[src/rtl/acc_pkg.sv]
package acc_pkg;

  typedef enum logic [3:0] {
    ST_RST0, ST_RST1, ST_RST2, ST_FETCH, ST_DEC, ST_IMM, ST_LO, ST_HI,
    ST_MEM, ST_PUSHLO, ST_PULLA, ST_PULLD, ST_RLO, ST_RHI
  } state_t;

  typedef enum logic [3:0] {
    K_NOP, K_LOAD, K_STORE, K_ALU, K_PUSH, K_PULL, K_INX, K_DEX,
    K_JMP, K_BCS, K_BZ, K_JSR, K_RTS
  } kind_t;

  typedef enum logic [1:0] {M_IMP, M_IMM, M_ABS, M_ABX} mode_t;

  typedef enum logic [2:0] {
    ALU_PASS, ALU_ADD, ALU_SUB, ALU_NOR, ALU_INC, ALU_DEC
  } alu_op_t;

  typedef struct packed {
    kind_t   kind;
    mode_t   mode;
    logic    use_x;
    alu_op_t alu;
    logic    wb;
  } dec_t;

endpackage

[src/rtl/acc_rst_sync.sv]
module acc_rst_sync #(
  parameter int STAGES = 2
) (
  input  logic clk,
  input  logic rst_n,
  output logic rst_sn
);

  logic [STAGES-1:0] sync_q;

  always_ff @(posedge clk or negedge rst_n) begin
    if (!rst_n) sync_q <= '0;
    else        sync_q <= {sync_q[STAGES-2:0], 1'b1};
  end

  assign rst_sn = sync_q[STAGES-1];

endmodule

[src/rtl/acc_decode.sv]
module acc_decode
  import acc_pkg::*;
(
  input  logic [7:0] opcode,
  output dec_t       dec
);

  mode_t grp_mode;
  logic  grp_ok;
  logic  mem_ok;

  always_comb begin
    case (opcode[1:0])
      2'b00:   grp_mode = M_IMM;
      2'b01:   grp_mode = M_ABS;
      2'b10:   grp_mode = M_ABX;
      default: grp_mode = M_IMP;
    endcase
    grp_ok = (opcode[1:0] != 2'b11);
    mem_ok = (opcode[1:0] == 2'b01) || (opcode[1:0] == 2'b10);
  end

  always_comb begin
    dec.kind  = K_NOP;
    dec.mode  = M_IMP;
    dec.use_x = 1'b0;
    dec.alu   = ALU_PASS;
    dec.wb    = 1'b0;
    case (opcode[7:2])
      6'h04, 6'h06: if (grp_ok) begin
        dec.kind  = K_LOAD;
        dec.mode  = grp_mode;
        dec.use_x = opcode[3];
        dec.wb    = 1'b1;
      end
      6'h05, 6'h07: if (mem_ok) begin
        dec.kind  = K_STORE;
        dec.mode  = grp_mode;
        dec.use_x = opcode[3];
      end
      6'h08, 6'h09, 6'h0A, 6'h0B: if (grp_ok) begin
        dec.kind = K_ALU;
        dec.mode = grp_mode;
        dec.wb   = (opcode[3:2] != 2'b10);
        case (opcode[3:2])
          2'b00:   dec.alu = ALU_ADD;
          2'b11:   dec.alu = ALU_NOR;
          default: dec.alu = ALU_SUB;
        endcase
      end
      6'h0C: begin
        dec.kind  = opcode[0] ? K_PULL : K_PUSH;
        dec.use_x = opcode[1];
      end
      6'h0D: if (!opcode[1]) begin
        dec.kind  = opcode[0] ? K_DEX : K_INX;
        dec.use_x = 1'b1;
        dec.alu   = opcode[0] ? ALU_DEC : ALU_INC;
      end
      6'h10: begin
        dec.mode = M_ABS;
        case (opcode[1:0])
          2'b00:   dec.kind = K_JMP;
          2'b01:   dec.kind = K_BCS;
          2'b10:   dec.kind = K_BZ;
          default: dec.kind = K_JSR;
        endcase
      end
      6'h11: if (opcode[1:0] == 2'b00) dec.kind = K_RTS;
      default: ;
    endcase
  end

endmodule

[src/rtl/acc_alu.sv]
module acc_alu
  import acc_pkg::*;
#(
  parameter int DW = 8
) (
  input  alu_op_t       op,
  input  logic [DW-1:0] a,
  input  logic [DW-1:0] b,
  output logic [DW-1:0] y,
  output logic          co,
  output logic          zero
);

  localparam logic [DW-1:0] ONE = DW'(1);

  logic [DW:0] sum;
  logic [DW:0] diff;

  always_comb begin
    sum  = {1'b0, a} + {1'b0, b};
    diff = {1'b0, a} - {1'b0, b};
    co   = 1'b0;
    case (op)
      ALU_ADD: begin y = sum[DW-1:0];  co = sum[DW];   end
      ALU_SUB: begin y = diff[DW-1:0]; co = ~diff[DW]; end
      ALU_NOR: y = ~(a | b);
      ALU_INC: y = a + ONE;
      ALU_DEC: y = a - ONE;
      default: y = b;
    endcase
    zero = (y == '0);
  end

  always_comb begin
    if (op == ALU_SUB) begin
      AST_SUB_NOBORROW: assert (co == (a >= b)) else $error("sub carry mismatch");
    end
  end

endmodule

[src/rtl/acc_cpu.sv]
module acc_cpu
  import acc_pkg::*;
#(
  parameter int          DW          = 8,
  parameter logic [15:0] RESET_VEC   = 16'hFFFC,
  parameter logic [7:0]  STACK_PAGE  = 8'h01,
  parameter int          SYNC_STAGES = 2
) (
  input  logic            clk,
  input  logic            rst_n,
  output logic [2*DW-1:0] mem_addr,
  input  logic [DW-1:0]   mem_rdata,
  output logic [DW-1:0]   mem_wdata,
  output logic            mem_we
);

  localparam int AW = 2 * DW;
  localparam logic [AW-1:0] ONE_A = AW'(1);
  localparam logic [DW-1:0] ONE_D = DW'(1);

  logic rst_sn;

  state_t        state_q, state_d;
  logic [AW-1:0] pc_q, pc_d, tmp_q, tmp_d;
  logic [DW-1:0] sp_q, sp_d, a_q, a_d, x_q, x_d, ir_q, ir_d, lo_q, lo_d;
  logic          c_q, c_d, z_q, z_d;

  dec_t          dec;
  logic [DW-1:0] dec_src;
  logic [DW-1:0] alu_a, alu_y;
  logic          alu_co, alu_zero;
  logic [AW-1:0] target, ea;
  logic [AW-1:0] stack_addr;
  logic [DW-1:0] reg_sel;

  acc_rst_sync #(.STAGES(SYNC_STAGES)) u_rst (
    .clk    (clk),
    .rst_n  (rst_n),
    .rst_sn (rst_sn)
  );

  assign dec_src = (state_q == ST_DEC) ? mem_rdata : ir_q;

  acc_decode u_dec (
    .opcode (dec_src),
    .dec    (dec)
  );

  assign alu_a = dec.use_x ? x_q : a_q;

  acc_alu #(.DW(DW)) u_alu (
    .op   (dec.alu),
    .a    (alu_a),
    .b    (mem_rdata),
    .y    (alu_y),
    .co   (alu_co),
    .zero (alu_zero)
  );

  assign target     = {mem_rdata, lo_q};
  assign ea         = target + ((dec.mode == M_ABX) ? {{DW{1'b0}}, x_q} : '0);
  assign stack_addr = {STACK_PAGE, sp_q};
  assign reg_sel    = dec.use_x ? x_q : a_q;

  // next-state logic
  always_comb begin
    state_d   = state_q;
    pc_d      = pc_q;
    sp_d      = sp_q;
    a_d       = a_q;
    x_d       = x_q;
    c_d       = c_q;
    z_d       = z_q;
    ir_d      = ir_q;
    lo_d      = lo_q;
    tmp_d     = tmp_q;
    mem_addr  = pc_q;
    mem_wdata = reg_sel;
    mem_we    = 1'b0;

    case (state_q)
      ST_RST0: begin
        mem_addr = RESET_VEC;
        state_d  = ST_RST1;
      end
      ST_RST1: begin
        lo_d     = mem_rdata;
        mem_addr = RESET_VEC + ONE_A;
        state_d  = ST_RST2;
      end
      ST_RST2: begin
        pc_d    = target;
        state_d = ST_FETCH;
      end
      ST_FETCH: begin
        pc_d    = pc_q + ONE_A;
        state_d = ST_DEC;
      end
      ST_DEC: begin
        ir_d = mem_rdata;
        case (dec.kind)
          K_NOP: state_d = ST_FETCH;
          K_INX, K_DEX: begin
            x_d     = alu_y;
            z_d     = alu_zero;
            state_d = ST_FETCH;
          end
          K_PUSH: begin
            mem_we   = 1'b1;
            mem_addr = stack_addr;
            sp_d     = sp_q - ONE_D;
            state_d  = ST_FETCH;
          end
          K_PULL, K_RTS: begin
            sp_d    = sp_q + ONE_D;
            state_d = ST_PULLA;
          end
          default: begin
            pc_d    = pc_q + ONE_A;
            state_d = (dec.mode == M_IMM) ? ST_IMM : ST_LO;
          end
        endcase
      end
      ST_LO: begin
        lo_d    = mem_rdata;
        pc_d    = pc_q + ONE_A;
        state_d = ST_HI;
      end
      ST_HI: begin
        state_d = ST_FETCH;
        case (dec.kind)
          K_STORE: begin
            mem_we   = 1'b1;
            mem_addr = ea;
          end
          K_LOAD, K_ALU: begin
            mem_addr = ea;
            state_d  = ST_MEM;
          end
          K_JMP: pc_d = target;
          K_BCS: if (c_q) pc_d = target;
          K_BZ:  if (z_q) pc_d = target;
          K_JSR: begin
            tmp_d     = target;
            mem_we    = 1'b1;
            mem_addr  = stack_addr;
            mem_wdata = pc_q[AW-1:DW];
            sp_d      = sp_q - ONE_D;
            state_d   = ST_PUSHLO;
          end
          default: ;
        endcase
      end
      ST_PUSHLO: begin
        mem_we    = 1'b1;
        mem_addr  = stack_addr;
        mem_wdata = pc_q[DW-1:0];
        sp_d      = sp_q - ONE_D;
        pc_d      = tmp_q;
        state_d   = ST_FETCH;
      end
      ST_IMM, ST_MEM: begin
        state_d = ST_FETCH;
        if (dec.kind == K_LOAD) begin
          if (dec.use_x) x_d = mem_rdata;
          else           a_d = mem_rdata;
          z_d = (mem_rdata == '0);
        end else if (dec.kind == K_ALU) begin
          if (dec.wb) a_d = alu_y;
          z_d = alu_zero;
          if (dec.alu != ALU_NOR) c_d = alu_co;
        end
      end
      ST_PULLA: begin
        mem_addr = stack_addr;
        if (dec.kind == K_RTS) begin
          sp_d    = sp_q + ONE_D;
          state_d = ST_RLO;
        end else begin
          state_d = ST_PULLD;
        end
      end
      ST_PULLD: begin
        if (dec.use_x) x_d = mem_rdata;
        else           a_d = mem_rdata;
        z_d     = (mem_rdata == '0);
        state_d = ST_FETCH;
      end
      ST_RLO: begin
        lo_d     = mem_rdata;
        mem_addr = stack_addr;
        state_d  = ST_RHI;
      end
      ST_RHI: begin
        pc_d    = target;
        state_d = ST_FETCH;
      end
      default: state_d = ST_RST0;
    endcase
  end

  // register process
  always_ff @(posedge clk or negedge rst_sn) begin
    if (!rst_sn) begin
      state_q <= ST_RST0;
      pc_q    <= '0;
      sp_q    <= '1;
      a_q     <= '0;
      x_q     <= '0;
      c_q     <= 1'b0;
      z_q     <= 1'b0;
      ir_q    <= '0;
      lo_q    <= '0;
      tmp_q   <= '0;
    end else begin
      state_q <= state_d;
      pc_q    <= pc_d;
      sp_q    <= sp_d;
      a_q     <= a_d;
      x_q     <= x_d;
      c_q     <= c_d;
      z_q     <= z_d;
      ir_q    <= ir_d;
      lo_q    <= lo_d;
      tmp_q   <= tmp_d;
    end
  end

  AST_RST_NO_WRITE: assert property (@(posedge clk) disable iff (!rst_sn)
    (state_q == ST_RST0 || state_q == ST_RST1 || state_q == ST_RST2) |-> !mem_we);

  AST_WRITE_KEEPS_FLAGS: assert property (@(posedge clk) disable iff (!rst_sn)
    mem_we |=> ($stable(c_q) && $stable(z_q)));

  AST_PUSH_SP_DOWN: assert property (@(posedge clk) disable iff (!rst_sn)
    (state_q == ST_DEC && dec.kind == K_PUSH) |=> (sp_q == $past(sp_q) - ONE_D));

  AST_PULL_ZERO: assert property (@(posedge clk) disable iff (!rst_sn)
    (state_q == ST_PULLD) |=> (z_q == ($past(mem_rdata) == '0)));

  AST_BRANCH_HOLD: assert property (@(posedge clk) disable iff (!rst_sn)
    (state_q == ST_HI && dec.kind == K_BCS && !c_q) |=> (pc_q == $past(pc_q)));

  AST_NOR_KEEPS_CARRY: assert property (@(posedge clk) disable iff (!rst_sn)
    ((state_q == ST_IMM || state_q == ST_MEM) && dec.alu == ALU_NOR) |=> $stable(c_q));

endmodule

[config.mk]
export PLATFORM = sky130hd
export DESIGN_NAME = acc_cpu
export DESIGN_NICKNAME = d
export VERILOG_FILES = /design/src/rtl/acc_pkg.sv /design/src/rtl/acc_rst_sync.sv /design/src/rtl/acc_decode.sv /design/src/rtl/acc_alu.sv /design/src/rtl/acc_cpu.sv
export SDC_FILE = /design/constraint.sdc
export NUM_CORES = 1
export LEC_CHECK = 0
export BUFFER_PORTS_ARGS = -buffer_cell sky130_fd_sc_hd__buf_2
export CAP_MARGIN = 20
export CORE_MARGIN = 8
export CORE_UTILIZATION = 48
export CTS_CLUSTER_SIZE = 40
export DETAILED_ROUTE_END_ITERATION = 8
export PLACE_DENSITY_LB_ADDON = 0.12
export SLEW_MARGIN = 0
export SYNTH_ARGS = -nofsm -noshare
export SYNTH_HDL_FRONTEND = slang
export SYNTH_SLANG_ARGS = --single-unit
[constraint.sdc]
create_clock -name clk -period 8.4 [get_ports clk]
set_clock_uncertainty 0.1 [all_clocks]
set_input_delay 1.68 -clock clk [delete_from_list [all_inputs] [get_ports clk]]
set_output_delay 1.68 -clock clk [all_outputs]
set_load 0.02 [all_outputs]
==> out/summary.txt <==
Status = finished, final reports clean
Clock network power share = 11.4%
Filler cells = 1602
Die width = 145.3 µm
RePlAce Congestion = 0.9705
Static Leakage = 3.666 nW
Die height = 145.3 µm
Crit path DAT = 6.27 ns
Critical-path top delay cell = o31ai_1
Rows = 47
Int Power = 1.612 mW
Net count, final = 1114
Max-capacitance violation count = 0
F_max = 124.3 MHz
Layout cells sized above 1 = 13.06%
Ys flop type = dfrtp_1
Placed cells = 1261
Port Buf Inserts = 34
Multi-input logic area = 5613 µm²
Area Overhead vs Synth = 8.922%
First-pass GRT wire length = 44510 µm
Syn Area/Cell = 7.758 µm²
Clk Latency, worst-skew pair = 0.36 ns
Async SR Flop Fraction = 100.0%
Initial Utilization = 48.72%
Initial DRC count = 961
Clock slew at reported path FFs = 0.06 ns
Seq. cell area = 2016 µm²
Cell area power density = 395.1 nW/µm²
Initial antenna violation count = 0
Required @ worst endpoint = 6.62 ns
Finish-stage setup viols = 0
CP startpoint kind = input port
Commonest cells in the netlist = nand2_1, nor2_1, o21ai_0, a21oi_1, dfrtp_1
Fin. max-slew vios = 0
DR pass1 iterations = 6
DRC viols = 0
Clk sink count = 80
CP Max Fanout = 9
Reg power frac = 21.6%
Nature of the critical path endpoint = output pin
Slew margin rel. = 43.92%
Final Non-Filler Cells = 1277
Worst hold margin = 0.08497 ns
Switch Pwr = 1.840 mW
RSZ-0062 raised after global routing = false
CTS tree = yes
Seq cells post-synth = 80
Vias per cell = 6.374
Vias in the first global route = 7771
ANT cells = 0
H-tree levels = 3
Final Hold Vio Count = 0
Most frequent cell after synthesis = nand2_1
WL/cell = 21.70 µm
Synth Instances = 1034
Routed vias = 8140
HP Class = register to asynchronous set/reset pin
Setup TNS = 0 ns
Combinational share of power = 66.9%
Cell mode on critical path = o21ai_0
Netlist cell types = 95
Tightest Pin Transition = 0.8381 ns
Num CTS Buffers = 9
Fin area = 8737 µm²
Area of the mapped netlist = 8021 µm²
Synth area leader = dfrtp_1
Root Driver = clkbuf_16
Max Root-Sink Buffers = 2
Yosys warns = 0
Sw Share = 53.31%
Final HPWL DP = 20990 µm
DRT Wirelength = 27710 µm
Core area = 16470 µm²
Fin crit period = 8.046 ns
Grt ovf = 0
Critical path class = input port to output pin
Gr usage total = 26.22%
Largest net degree at the start of global routing = 64
I/O Pins = 35
Post-DRT Antenna Nets = 0
Area share of the largest cell type after synthesis = 22.46%
Die area = 21100 µm²
Syn nets = 1096
Critical Path Max Stage Delay = 0.43 ns
Max VDD drop = 0.0002208 V
Post-layout util = 53.06%
Post-synth EDFFs = 0
Cell Area, Placed = 8437 µm²
Crit share post-route = 95.78%
Crit-path cells = buf_2, clkinv_1, o21ai_0, inv_1, ha_1, or2_2, nor3b_1, o21ai_2, o21ai_0, o21ai_2, and3_1, ha_1, inv_1, fa_1, nor2b_1, o21ai_0, a21boi_1, o31ai_1, a211oi_2, xnor2_1, a22o_1, a221oi_1, nor2_1, buf_2
Main area contributors after synthesis = dfrtp_1, ha_1, o21ai_0, nand2_1, nor2_1
Sequential share of the synthesized area = 25.08%
==> per-stage QoR <==
stage	worst slack, ns	total power, mW
after global placement	0.4797	3.002
after CTS	0.2844	3.417
after global routing	0.008319	3.727
final	0.3542	3.452
after floorplan	0.5307	2.364
after detailed placement	0.2948	3.017
==> metal layers <==
metal	routed length (µm)	part of all wire [%]	GRT usage [%]	vias up
met4	1394	5.0	13.69	0
met1	12020	43	34.68	3834
met5	0	0	0	-
li1	-	-	-	3854
met3	2069	7.5	4.447	73
met2	12230	44	40.40	379
==> cell families (layout without fill, tap and decap cells) <==
logic type	after synthesis	after routing	synth area share, %
mux	32	32	4.243
other cells	1	1	0.04675
flops	80	80	25.08
compound gates	359	359	30.31
fa+ha+maj	52	52	8.486
simple gates	382	382	23.51
xor+xnor	30	30	3.276
buf+inv	98	121	5.054
==> critical path: cells and delay by family <==
kind	cells	cell delay [ns]
XOR/XNOR	1	0.17
buffers and inverters	5	0.46
AND/OR/NAND/NOR	5	0.95
adder cells (fa/ha/maj)	3	0.59
AO/OA/AOI/OAI	10	2.43
==> final timing paths <==
check	startpoint	endpoint	cells past startpoint	slack [ns]
min in group clk	u_rst.sync_q[0]$_DFF_PN0_	u_rst.sync_q[1]$_DFF_PN0_	0	0.25
max in group asynchronous	u_rst.sync_q[1]$_DFF_PN0_	pc_q[13]$_DFFE_PN0P_	1	7.03
worst max register to register	state_q[3]$_DFF_PN0_	z_q$_DFFE_PN0P_	21	1.85
worst min-delay path	u_rst.sync_q[1]$_DFF_PN0_	ir_q[4]$_DFF_PN0_	0	0.08
worst max-delay path	mem_rdata[3]	mem_addr[10]	24	0.35
worst min register to register	u_rst.sync_q[1]$_DFF_PN0_	ir_q[4]$_DFF_PN0_	0	0.08
==> cell type report <==
type	count	area share (%)
Timing Repair Buffer	62	4.353
Tap cell	220	3.151
Inverter	43	1.847
Multi-Input combinational cell	856	64.24
Clock inverter	4	0.4010
Sequential cell	80	23.07
Clock buffer	12	2.936
==> state kept, by name (all words and copies together), names as in the netlist <==
name	flops
ir_q	8
pc_q	16
c_q	1
u_rst.sync_q	2
sp_q	8
lo_q	8
state_q	4
z_q	1
a_q	8
tmp_q	16
x_q	8
==> power groups by stage <==
stage | Sequential, mW | Combinational, mW | Clock, mW
6_report | 0.747 | 2.31 | 0.395
5_1_grt | 0.769 | 2.54 | 0.416
4_1_cts | 0.742 | 2.28 | 0.399
3_5_place_dp | 0.749 | 2.27 | 0
3_3_place_gp | 0.746 | 2.26 | 0
2_1_floorplan | 0.649 | 1.71 | 0
==> repair_timing <==
action                     in CTS  in global routing
setup buffers                   0                  0
setup endpoints to repair       0                  4
hold buffers                    0                  0
resized for setup               0                  3
==> cells in the final DEF, fill, tap and decap left out, types with 10 or more instances in the layout <==
cell | netlist | layout
a31oi_1 | 10 | 10
nand4_1 | 11 | 11
nor2b_1 | 14 | 14
mux2i_1 | 25 | 25
nor2_1 | 110 | 110
dfrtp_1 | 72 | 71
o22ai_1 | 16 | 16
nand3_1 | 19 | 19
o21ai_0 | 98 | 97
nand2b_1 | 10 | 10
nand2_1 | 112 | 112
a21oi_1 | 82 | 82
a22oi_1 | 11 | 11
xor2_1 | 11 | 11
ha_1 | 48 | 48
buf_4 | 0 | 28
and3_1 | 15 | 15
inv_1 | 37 | 37
nor3_1 | 27 | 27
xnor2_1 | 19 | 19
a221oi_1 | 17 | 17
buf_2 | 12 | 34
(Power assumes the default switching activity.)
